===== config.mk =====
export PLATFORM = sky130hd
export DESIGN_NAME = frame_seq
export DESIGN_NICKNAME = d
export VERILOG_FILES = /design/src/rtl/frame_seq.sv
export SDC_FILE = /design/constraint.sdc
export NUM_CORES = 1
export LEC_CHECK = 0
export CAP_MARGIN = 20
export CORE_ASPECT_RATIO = 0.8
export CORE_MARGIN = 4
export CORE_UTILIZATION = 45
export DETAILED_ROUTE_END_ITERATION = 7
export PLACE_DENSITY = 0.71
export SKIP_CTS_REPAIR_TIMING = 1
export SLEW_MARGIN = 10
export SYNTH_ARGS = -nofsm -noshare
export SYNTH_HDL_FRONTEND = slang
export SYNTH_SLANG_ARGS = --single-unit
export TNS_END_PERCENT = 20

===== constraint.sdc =====
create_clock -name clk -period 6.89 [get_ports clk]
set_input_delay 0.689 -clock clk [delete_from_list [all_inputs] [get_ports clk]]
set_output_delay 0.689 -clock clk [all_outputs]
set_load 0.02 [all_outputs]

===== src/rtl/frame_seq.sv =====
module frame_seq #(
  parameter int DATA_W = 32,
  parameter int SIZE_W = 16,
  parameter int LVL_W  = 5
) (
  input  logic              clk,
  input  logic              rst_n,
  input  logic              start,
  input  logic              op_leave,
  input  logic [SIZE_W-1:0] size_in,
  input  logic [LVL_W-1:0]  level_in,
  input  logic [DATA_W-1:0] fp_in,
  input  logic [DATA_W-1:0] sp_in,
  output logic [DATA_W-1:0] fp_out,
  output logic [DATA_W-1:0] sp_out,
  output logic              mem_req,
  output logic              mem_we,
  output logic [DATA_W-1:0] mem_addr,
  output logic [DATA_W-1:0] mem_wdata,
  input  logic [DATA_W-1:0] mem_rdata,
  input  logic              mem_ack,
  output logic              done
);
  localparam logic [DATA_W-1:0] STEP = DATA_W'(DATA_W / 8);

  typedef enum logic [1:0] {S_IDLE, S_WR, S_RD} state_t;
  typedef enum logic [1:0] {P_OLD, P_DISP, P_NEW, P_LEAVE} phase_t;

  state_t            st;
  phase_t            ph;
  logic [DATA_W-1:0] sp_w, fp_w, fnew, addr_q, wdat_q, fp_q, sp_q;
  logic [LVL_W-1:0]  lvl_q, left_q;
  logic [SIZE_W-1:0] size_q;
  logic              done_q;

  wire [DATA_W-1:0] size_ext = {{(DATA_W-SIZE_W){1'b0}}, size_q};

  assign mem_req   = (st != S_IDLE);
  assign mem_we    = (st == S_WR);
  assign mem_addr  = addr_q;
  assign mem_wdata = wdat_q;
  assign fp_out    = fp_q;
  assign sp_out    = sp_q;
  assign done      = done_q;

  always_ff @(posedge clk) begin
    if (!rst_n) begin
      st     <= S_IDLE;
      ph     <= P_OLD;
      sp_w   <= '0;
      fp_w   <= '0;
      fnew   <= '0;
      addr_q <= '0;
      wdat_q <= '0;
      fp_q   <= '0;
      sp_q   <= '0;
      lvl_q  <= '0;
      left_q <= '0;
      size_q <= '0;
      done_q <= 1'b0;
    end else begin
      done_q <= 1'b0;
      unique case (st)
        S_IDLE: if (start) begin
          if (op_leave) begin
            addr_q <= fp_in;
            sp_w   <= fp_in;
            ph     <= P_LEAVE;
            st     <= S_RD;
          end else begin
            sp_w   <= sp_in - STEP;
            addr_q <= sp_in - STEP;
            wdat_q <= fp_in;
            fp_w   <= fp_in;
            lvl_q  <= level_in;
            size_q <= size_in;
            ph     <= P_OLD;
            st     <= S_WR;
          end
        end
        S_RD: if (mem_ack) begin
          if (ph == P_LEAVE) begin
            fp_q   <= mem_rdata;
            sp_q   <= sp_w + STEP;
            done_q <= 1'b1;
            st     <= S_IDLE;
          end else begin
            sp_w   <= sp_w - STEP;
            addr_q <= sp_w - STEP;
            wdat_q <= mem_rdata;
            st     <= S_WR;
          end
        end
        S_WR: if (mem_ack) begin
          unique case (ph)
            P_OLD: begin
              fnew <= sp_w;
              if (lvl_q == '0) begin
                fp_q   <= sp_w;
                sp_q   <= sp_w - size_ext;
                done_q <= 1'b1;
                st     <= S_IDLE;
              end else if (lvl_q == LVL_W'(1)) begin
                sp_w   <= sp_w - STEP;
                addr_q <= sp_w - STEP;
                wdat_q <= sp_w;
                ph     <= P_NEW;
              end else begin
                left_q <= lvl_q - LVL_W'(1);
                fp_w   <= fp_w - STEP;
                addr_q <= fp_w - STEP;
                ph     <= P_DISP;
                st     <= S_RD;
              end
            end
            P_DISP: begin
              if (left_q == LVL_W'(1)) begin
                sp_w   <= sp_w - STEP;
                addr_q <= sp_w - STEP;
                wdat_q <= fnew;
                ph     <= P_NEW;
              end else begin
                left_q <= left_q - LVL_W'(1);
                fp_w   <= fp_w - STEP;
                addr_q <= fp_w - STEP;
                st     <= S_RD;
              end
            end
            default: begin
              fp_q   <= fnew;
              sp_q   <= sp_w - size_ext;
              done_q <= 1'b1;
              st     <= S_IDLE;
            end
          endcase
        end
        default: st <= S_IDLE;
      endcase
    end
  end
endmodule



==> metrics.csv, run 1 <==
metric,value,unit
drive_above_1_share,5.36,%
route.vias.total,17200,
slew_violations,0,
cpMostUsedCell,inv_1,
relSlewSlack,22.9,%
ys_async_sr_fraction,0,%
cts_tree,yes,
clock_latency,0.57,ns
synth.top_cell.area_share,32.5,%
area_delta_synth_final,23.1,%
dpl.hpwl,45100,um
final_cell_mix,"nand2_1, dfxtp_1, clkdlybuf4s50_1, a21oi_1, nor2_1",
holdWs,0.452,ns
path_class,register to register,
r2r_cells,8,
outcome,"complete, no violations",
hold_depth,2,
max_freq,0.256,GHz
cts_sinks,255,
fin_crit_sh,56.6,%
cap_violations,0,
nets,2425,
synth_sequential_area_ratio,32.5,%
wirelength,63600,um
syn_inst,2165,
final_util,56.8,%
grt_pass1_wl,95800,um
cts_buffers,28,
critPathArrivalTime,4.40,ns
synthTopCellsByArea,"dfxtp_1, nand2_1, a21oi_1, o21ai_0, nor2_1",
initial_utilization,46.2,%
irDropWorstVdd,0.235,mV
rrSetupSlack,2.99,ns
gp_congestion,0.960,
dr.pass1.iters,7,
critical_path_depth,8,
drc_errors,0,
antenna_cells,0,
grt.overflow.total,0,
crit_family,buffers and inverters,
cts-root-buf,clkbuf_16,
syn_avg_cell_area,7.27,um2
antenna_found_initial,0,
htreeDepth,1,
die_y,175,um
synth_warnings,0,
synth_area,15700,um2
crit_path_start_kind,register,
ios,253,
finalClockSkew,0.0142,ns
cpMaxStageDelayCell,nor2_2,
synth_edf_count,0,
total_leakage_power,6.60,nW
port_buffers,252,
finalHoldViolCount,0,
clkSlewWorstSetupHoldPaths,0.07,ns
drt_iter0_drc,2098,
core,34100,um2
final_common_cell,nand2_1,
min_period,3.90,ns
total_power,8.53,mW
ant_nets,0,
routedWlPerCell,23.0,um
avgViaCountPerCell,6.22,
fin_setup_tns,0,ns
power_density,441,nW/um2
crit_path_max_incr_delay,0.87,ns
cp_num_buf_inv,3,
grt_pass1_vias,15600,
clk_path_buf_depth,3,
die_w,217,um
setup_violations,0,
die-area,38000,um2
rsz0062_at_grt,false,
grt_usage,31.7,%
synth.distinct_cells,70,
worstSetupEndpointType,register,
worstMarginPinSlew,1.16,ns
critPathMaxFanout,74,
synth-seq-cells,255,
hold_path.class,register to register,
crit_required,7.39,ns
crit_chain,inv_1 -> ha_4 -> buf_4 -> a21o_1 -> inv_1 -> nor2_2 -> a22oi_1 -> a31oi_1,
rows,60,
synthFlopType,dfxtp_1,
syn_nets,2316,
yosysTopAreaCell,dfxtp_1,
grt_max_degree,101,
cell families (layout without fill, tap and decap cells):
family                   after synthesis  after routing  synth area share (%)
flip-flops                           255            255                  32.5
AO/OA/AOI/OAI                        710            710                  28.2
multiplexers                          32             32                  2.04
adder cells (fa/ha/maj)               29             29                  2.35
AND/OR/NAND/NOR                      775            775                  22.2
XOR/XNOR                             122            122                  6.79
buffers and inverters                242            372                  6.05
worst paths after layout:
path / from / endpoint
worst max-delay path: st[1] / mem_addr[23]
worst min-delay path: mem_wdata[15] / mem_wdata[15]
worst max register to register: st[1] / mem_addr[23]
worst min register to register: mem_wdata[15] / mem_wdata[15]
per-layer routing:
layer / up-vias / share of wire [%] / track usage, %
met2: 1053 / 41 / 45.8
li1: 7936 / - / -
met4: 0 / 4.7 / 11.3
met5: - / 0 / 0
met3: 162 / 11 / 6.35
met1: 8020 / 43 / 46.7
stage by stage:
stage / setup slack, ns / area, um2 / std cells
floorplan: 4.15 / 15700 / 2165
global placement: 3.05 / 18300 / 2707
detailed placement: 3.12 / 18300 / 2708
CTS: 3.12 / 19300 / 2759
global route: 2.80 / 19400 / 2760
finish: 2.99 / 19400 / 2760
synth_stat cells (18+ instances only):
cell      count
nor3_1       40
xnor2_1      72
mux2i_1      32
a311oi_1     35
nor2_1      201
xor2_1       50
or3_1        26
a31oi_1      38
dfxtp_1     255
inv_1        44
o21ai_0     167
o22ai_1      18
ha_1         28
nor4_1       24
a211oi_1     18
a21o_1       18
a21oi_1     225
o211ai_1     71
o31ai_1      19
nand2_1     345
clkbuf_1    167
nand3_1      43
a22oi_1      20
flip-flops by register name, indices dropped and copies added (netlist names):
register / count
done: 1
fnew: 32
fp_out: 32
fp_w: 32
left_q: 5
lvl_q: 5
mem_addr: 32
mem_wdata: 32
ph: 2
size_q: 16
sp_out: 32
sp_w: 32
st: 2
cell type report:
type                            instances  area [um2]
Inverter                               46         176
Sequential cell                       255        5100
Fill cell                            3289       14700
Clock inverter                         18         258
Multi-Input combinational cell       1668        9730
Tap cell                              465         582
Clock buffer                           33         781
Timing Repair Buffer                  275        2730
where the power goes:
group	internal [mW]	total (mW)	switching (mW)
clock	1.03	1.71	0.680
sequential	1.82	2.41	0.587
combinational	1.65	4.41	2.76
total	4.50	8.53	4.03
worst min-delay path, delay by kind of cell, from the launching register on:
| family | cells | cell delay [ns] |
|---|---|---|
| compound gates | 1 | 0.05 |
| flops | 1 | 0.31 |
| simple gates | 1 | 0.05 |
(Power assumes the default switching activity.)
==> run 2: changes to the inputs <==
--- a/config.mk
+++ b/config.mk
@@ -10,7 +10,7 @@
 export CORE_MARGIN = 4
 export CORE_UTILIZATION = 45
 export DETAILED_ROUTE_END_ITERATION = 7
-export PLACE_DENSITY = 0.71
+export PLACE_DENSITY = 0.74
 export SKIP_CTS_REPAIR_TIMING = 1
 export SLEW_MARGIN = 10
 export SYNTH_ARGS = -nofsm -noshare
==> constraint.sdc (replaced) <==
create_clock -name clk -period 3.2 [get_ports clk]
set_input_delay 0.32 -clock clk [delete_from_list [all_inputs] [get_ports clk]]
set_output_delay 0.32 -clock clk [all_outputs]
set_load 0.02 [all_outputs]
==> run 2 against run 1 <==
  * Combinational power increased by 140%
  * Cell count up 2.1%
  * Clock power is 110% higher
  * Register-to-register slack got worse by 2.8 ns
==> metrics.csv, run 2 (synthesis gave the netlist of run 1 again) <==
metric,value,unit,change
hold_path.class,input port to register,,
max_freq,0.328,GHz,+28%
fin_crit_sh,95.2,%,+39 points
final_cell_mix,"nand2_1, dfxtp_1, clkdlybuf4s50_1, a21oi_1, nor2_1",,
pwr-share-seq,25.0,%,-3.2 points
cpMaxStageDelayCell,or4_4,,
clock_latency,0.57,ns,about the same
fin_setup_tns,0,ns,unchanged
cts-root-buf,clkbuf_16,,
path_class,register to register,,
die_y,175,um,unchanged
critPathArrivalTime,3.54,ns,-0.86 ns
seq_area,5110,um2,about the same
final_util,58.1,%,+1.3 points
switching_share,46.8,%,-0.45 points
crit_family,simple AND/OR/NAND/NOR gates,,
relSlewSlack,33.3,%,+10 points
cts_sinks,255,,unchanged
clkPwrFrac,19.0,%,-1.1 points
worstSetupEndpointType,register,,
dp_cells,2767,,+2.2%
core,34100,um2,unchanged
nets,2483,,+2.4%
port_buffers,252,,unchanged
rsz0062_at_grt,false,,
power_density,951,nW/um2,+120%
rows,60,,unchanged
cap_violations,0,,unchanged
dr.pass1.iters,6,,-1
grt_usage,32.0,%,+0.34 points
drt_iter0_drc,2605,,+24%
layout.cells.non_filler,2818,,+2.1%
cts_buffers,28,,unchanged
multi_input_area,9730,um2,about the same
grt_max_degree,136,,+35%
antenna_cells,0,,unchanged
dpl.hpwl,46800,um,+3.9%
finalWorstSetupSlack,0.152,ns,-2.84 ns
min_period,3.05,ns,-0.853 ns
ant_nets,0,,unchanged
crit_path_max_incr_delay,0.58,ns,-0.29 ns
crit_required,3.69,ns,-3.70 ns
cts_tree,yes,,
crit_path_start_kind,register,,
setup_violations,0,,unchanged
crit_chain,inv_1 -> ha_1 -> or3b_1 -> or3_4 -> or4_4 -> xnor2_1 -> a22oi_1 -> a31oi_1,,
dp_slack,0.0980,ns,-3.03 ns
cp_num_buf_inv,1,,-2
die-area,38000,um2,unchanged
slew_violations,0,,unchanged
worstMarginPinSlew,1.00,ns,-0.155 ns
avgViaCountPerCell,6.27,,+0.76%
clk_path_buf_depth,3,,unchanged
clkSlewWorstSetupHoldPaths,0.06,ns,about the same
fill_cells,3141,,-4.5%
die_w,217,um,unchanged
drc_errors,0,,unchanged
irDropWorstVdd,0.430,mV,+83%
outcome,"complete, no violations",,
final_common_cell,nand2_1,,
area_delta_synth_final,25.8,%,
finalHoldViolCount,0,,unchanged
power_frac_comb,56.0,%,+4.3 points
routedWlPerCell,22.8,um,-0.91%
grt_pass1_wl,97200,um,+1.4%
gp_congestion,0.999,,+4.1%
finalClockSkew,0.0198,ns,+0.00556 ns
grt_pass1_vias,16100,,+2.9%
critPathMaxFanout,10,,-86%
grt.overflow.total,0,,unchanged
internal_power,10.0,mW,+120%
antenna_found_initial,0,,unchanged
initial_utilization,46.2,%,unchanged
drive_above_1_share,7.52,%,+2.2 points
ios,253,,unchanged
total_leakage_power,6.89,nW,+4.5%
wirelength,64400,um,+1.2%
htreeDepth,1,,unchanged
p_sw,8.80,mW,+120%
route.vias.total,17700,,+2.9%
run 2: final timing paths:
kind | from | endpoint | slack [ns] | cells past startpoint
setup / recovery | sp_w[3] | mem_addr[24] | 0.15 | 8
hold / removal | rst_n | sp_out[5] | 0.22 | 3
setup reg to reg | sp_w[3] | mem_addr[24] | 0.15 | 8
hold reg to reg | mem_wdata[11] | mem_wdata[11] | 0.45 | 2
run 2: stage by stage:
| stage | area [um2] | hold WS (ns) | power, mW |
|---|---|---|---|
| 6_report | 19800 | 0.218 | 18.8 |
| 5_1_grt | 19800 | 0.236 | 19.7 |
| 2_1_floorplan | 15700 | 0.436 | 11.0 |
| 3_3_place_gp | 18800 | 0.441 | 14.7 |
| 4_1_cts | 19800 | 0.196 | 18.5 |
| 3_5_place_dp | 18800 | 0.448 | 14.8 |
run 2: tightest hold or removal path: cells and delay by family:
family / cells / cell delay, ns
AND/OR/NAND/NOR: 1 / 0.13
buffers and inverters: 2 / 0.28
run 2: layer usage:
metal / track usage, % / share of wire, %
met5: 0 / 0
met4: 10.9 / 4.7
met2: 47.4 / 41
met3: 6.99 / 12
met1: 46.1 / 42
run 2: layout make-up:
type / count / share of cell area, %
timing repair buffer: 333 / 16.1
clock inverter: 12 / 0.948
tap: 465 / 2.94
sequential: 255 / 25.8
multi-input combinational: 1668 / 49.2
inverter: 46 / 0.885
clock buffer: 39 / 4.11
run 2: power by group through the flow:
| stage | registers, mW | clock network (mW) | logic (mW) |
|---|---|---|---|
| 2_1_floorplan | 4.95 | 0 | 6.08 |
| 3_3_place_gp | 4.71 | 0 | 10.0 |
| 3_5_place_dp | 4.72 | 0 | 10.1 |
| 4_1_cts | 4.67 | 3.60 | 10.2 |
| 5_1_grt | 4.77 | 3.73 | 11.2 |
| 6_report | 4.71 | 3.57 | 10.5 |
==> run 3: changes to the inputs <==
--- a/config.mk
+++ b/config.mk
@@ -11,6 +11,7 @@
 export CORE_UTILIZATION = 45
 export DETAILED_ROUTE_END_ITERATION = 7
 export PLACE_DENSITY = 0.74
+export REMOVE_ABC_BUFFERS = 1
 export SKIP_CTS_REPAIR_TIMING = 1
 export SLEW_MARGIN = 10
 export SYNTH_ARGS = -nofsm -noshare
==> run 3 against run 2 <==
  * First-iteration DRC count is 13% lower
  * Setup slack improved by 0.053 ns
  * Sequential share of layout area decreased by 0.18 points
  * Fmax up 1.8%
  * Via count decreased by 0.32%
  * Power shrank 0.45%
  * Largest power group unchanged
  * Flip-flop and latch count unchanged
  * Global-route usage is 0.72 points lower
  * Design area up 0.70%
==> metrics.csv, run 3 (synthesis gave the netlist of run 1 again) <==
metric,value,unit,change
place_area,19000,um2,+1.0%
final_common_cell,nand2_1,,
finalHoldViolCount,0,,unchanged
min_period,2.99,ns,-0.0529 ns
clock_latency,0.57,ns,about the same
cap_violations,0,,unchanged
r2r_cells,9,,+1
grt.overflow.total,0,,unchanged
nets,2509,,+1.0%
crit_required,3.64,ns,-0.05 ns
antenna_cells,0,,unchanged
hold_start,rst_n,,
dpl.hpwl,45500,um,-2.9%
htreeDepth,1,,unchanged
fin_crit_sh,93.6,%,-1.7 points
clkSlewWorstSetupHoldPaths,0.06,ns,about the same
rsz0062_at_grt,false,,
total_power,18.7,mW,-0.45%
cts-root-buf,clkbuf_16,,
route.vias.total,17600,,-0.32%
wirelength,62800,um,-2.4%
switching_share,46.4,%,-0.38 points
critPathArrivalTime,3.43,ns,-0.11 ns
grt_pass1_wl,95800,um,-1.4%
holdWs,0.293,ns,+0.0752 ns
cts_tree,yes,,
fin_setup_tns,0,ns,unchanged
clk_path_buf_depth,3,,unchanged
dr.pass1.iters,6,,unchanged
power_density,940,nW/um2,-1.1%
crit_path_start_kind,register,,
hold_path.class,input port to register,,
hold_end,mem_addr[8],,
fin_area,19900,um2,+0.70%
ant_nets,0,,unchanged
total_leakage_power,7.00,nW,+1.5%
p_sw,8.69,mW,-1.3%
cts_sinks,255,,unchanged
finalWorstSetupSlack,0.205,ns,+0.0529 ns
worstSetupEndpointType,register,,
final_cell_mix,"nand2_1, dfxtp_1, clkdlybuf4s50_1, a21oi_1, nor2_1",,
cts_buffers,29,,+3.6%
reg2reg_from,sp_w[3],,
finalClockSkew,0.0124,ns,-0.00744 ns
drc_errors,0,,unchanged
dp_slack,0.145,ns,+0.0467 ns
avgViaCountPerCell,6.19,,-1.2%
drt_iter0_drc,2274,,-13%
worstMarginPinSlew,0.859,ns,-0.141 ns
core,34100,um2,unchanged
setup_violations,0,,unchanged
irDropWorstVdd,0.702,mV,+63%
antenna_found_initial,2,,+2
internal_power,10.0,mW,+0.26%
die_w,217,um,unchanged
outcome,"complete, no violations",,
initial_utilization,46.2,%,unchanged
rrSetupSlack,0.21,ns,+0.05 ns
hold_depth,3,,unchanged
r2r-end,mem_addr[22],,
die_y,175,um,unchanged
drive_above_1_share,8.36,%,+0.84 points
relSlewSlack,42.2,%,+8.8 points
area_delta_synth_final,26.7,%,
grt_pass1_vias,16700,,+3.6%
max_freq,0.334,GHz,+1.8%
path_class,register to register,,
grt_usage,31.3,%,-0.72 points
critPathMaxFanout,10,,unchanged
grt_max_degree,79,,-42%
clkPwrFrac,18.5,%,-0.5 points
pwr-share-seq,25.3,%,+0.3 points
ios,253,,unchanged
gp_congestion,0.989,,-1.1%
slew_violations,0,,unchanged
port_buffers,252,,unchanged
die-area,38000,um2,unchanged
routedWlPerCell,22.1,um,-3.2%
power_frac_comb,56.2,%,+0.2 points
rows,60,,unchanged
run 3: cell types whose count changed in the layout (fill, tap and decap cells not counted), sizes merged:
cell / before / now
buf: 82 / 107
bufinv: 5 / 4
clkinv: 7 / 10
clkinvlp: 1 / 0
run 3: metrics by stage:
| stage | util, % | cells |
|---|---|---|
| 4_1_cts | 58.5 | 2844 |
| 6_report | 58.5 | 2844 |
| 3_3_place_gp | 55.6 | 2792 |
| 3_5_place_dp | 55.6 | 2792 |
| 5_1_grt | 58.5 | 2844 |
| 2_1_floorplan | - | 1969 |
run 3: cell type report:
cell class / instances / area [um2]
Clock buffer: 39 / 803
Clock inverter: 13 / 165
Fill cell: 3214 / 14200
Inverter: 46 / 175
Multi-Input combinational cell: 1668 / 9720
Sequential cell: 255 / 5100
Tap cell: 465 / 582
Timing Repair Buffer: 358 / 3380
run 3: how the worst max path moves through the flow:
stage | depth (start not counted) | slack (ns) | from | end
finish | 9 | 0.21 | sp_w[3] | mem_addr[22]
global placement | 9 | 0.23 | sp_in[10] | sp_w[21]
global route | 12 | 0.03 | sp_w[0] | sp_out[22]
floorplan | 8 | -3.90 | st[1] | fp_w[13]
detailed placement | 9 | 0.14 | sp_in[10] | sp_w[21]
CTS | 9 | 0.27 | sp_w[3] | mem_addr[26]
run 3: layer usage:
| layer | track usage (%) | wire (um) |
|---|---|---|
| met3 | 5.53 | 6350 |
| met2 | 48.5 | 27100 |
| met1 | 44.1 | 26700 |
| met4 | 10.8 | 2660 |
| met5 | 0 | 26 |
run 3: worst max-delay path, stage by stage (launching register included):
cell	delay, ns
dfxtp_1	0.44
inv_1	0.13
ha_1	0.23
or3b_1	0.48
or3_1	0.54
nor2_2	0.32
nand3_1	0.19
xnor2_1	0.20
a2bb2oi_1	0.23
a31oi_1	0.11
run 3: power by group through the flow:
stage,clock network (mW),logic (mW),registers [mW]
floorplan,0,5.43,5.25
global placement,0,10.2,4.75
detailed placement,0,10.3,4.77
CTS,3.50,10.3,4.71
global route,3.62,11.3,4.81
finish,3.46,10.5,4.74
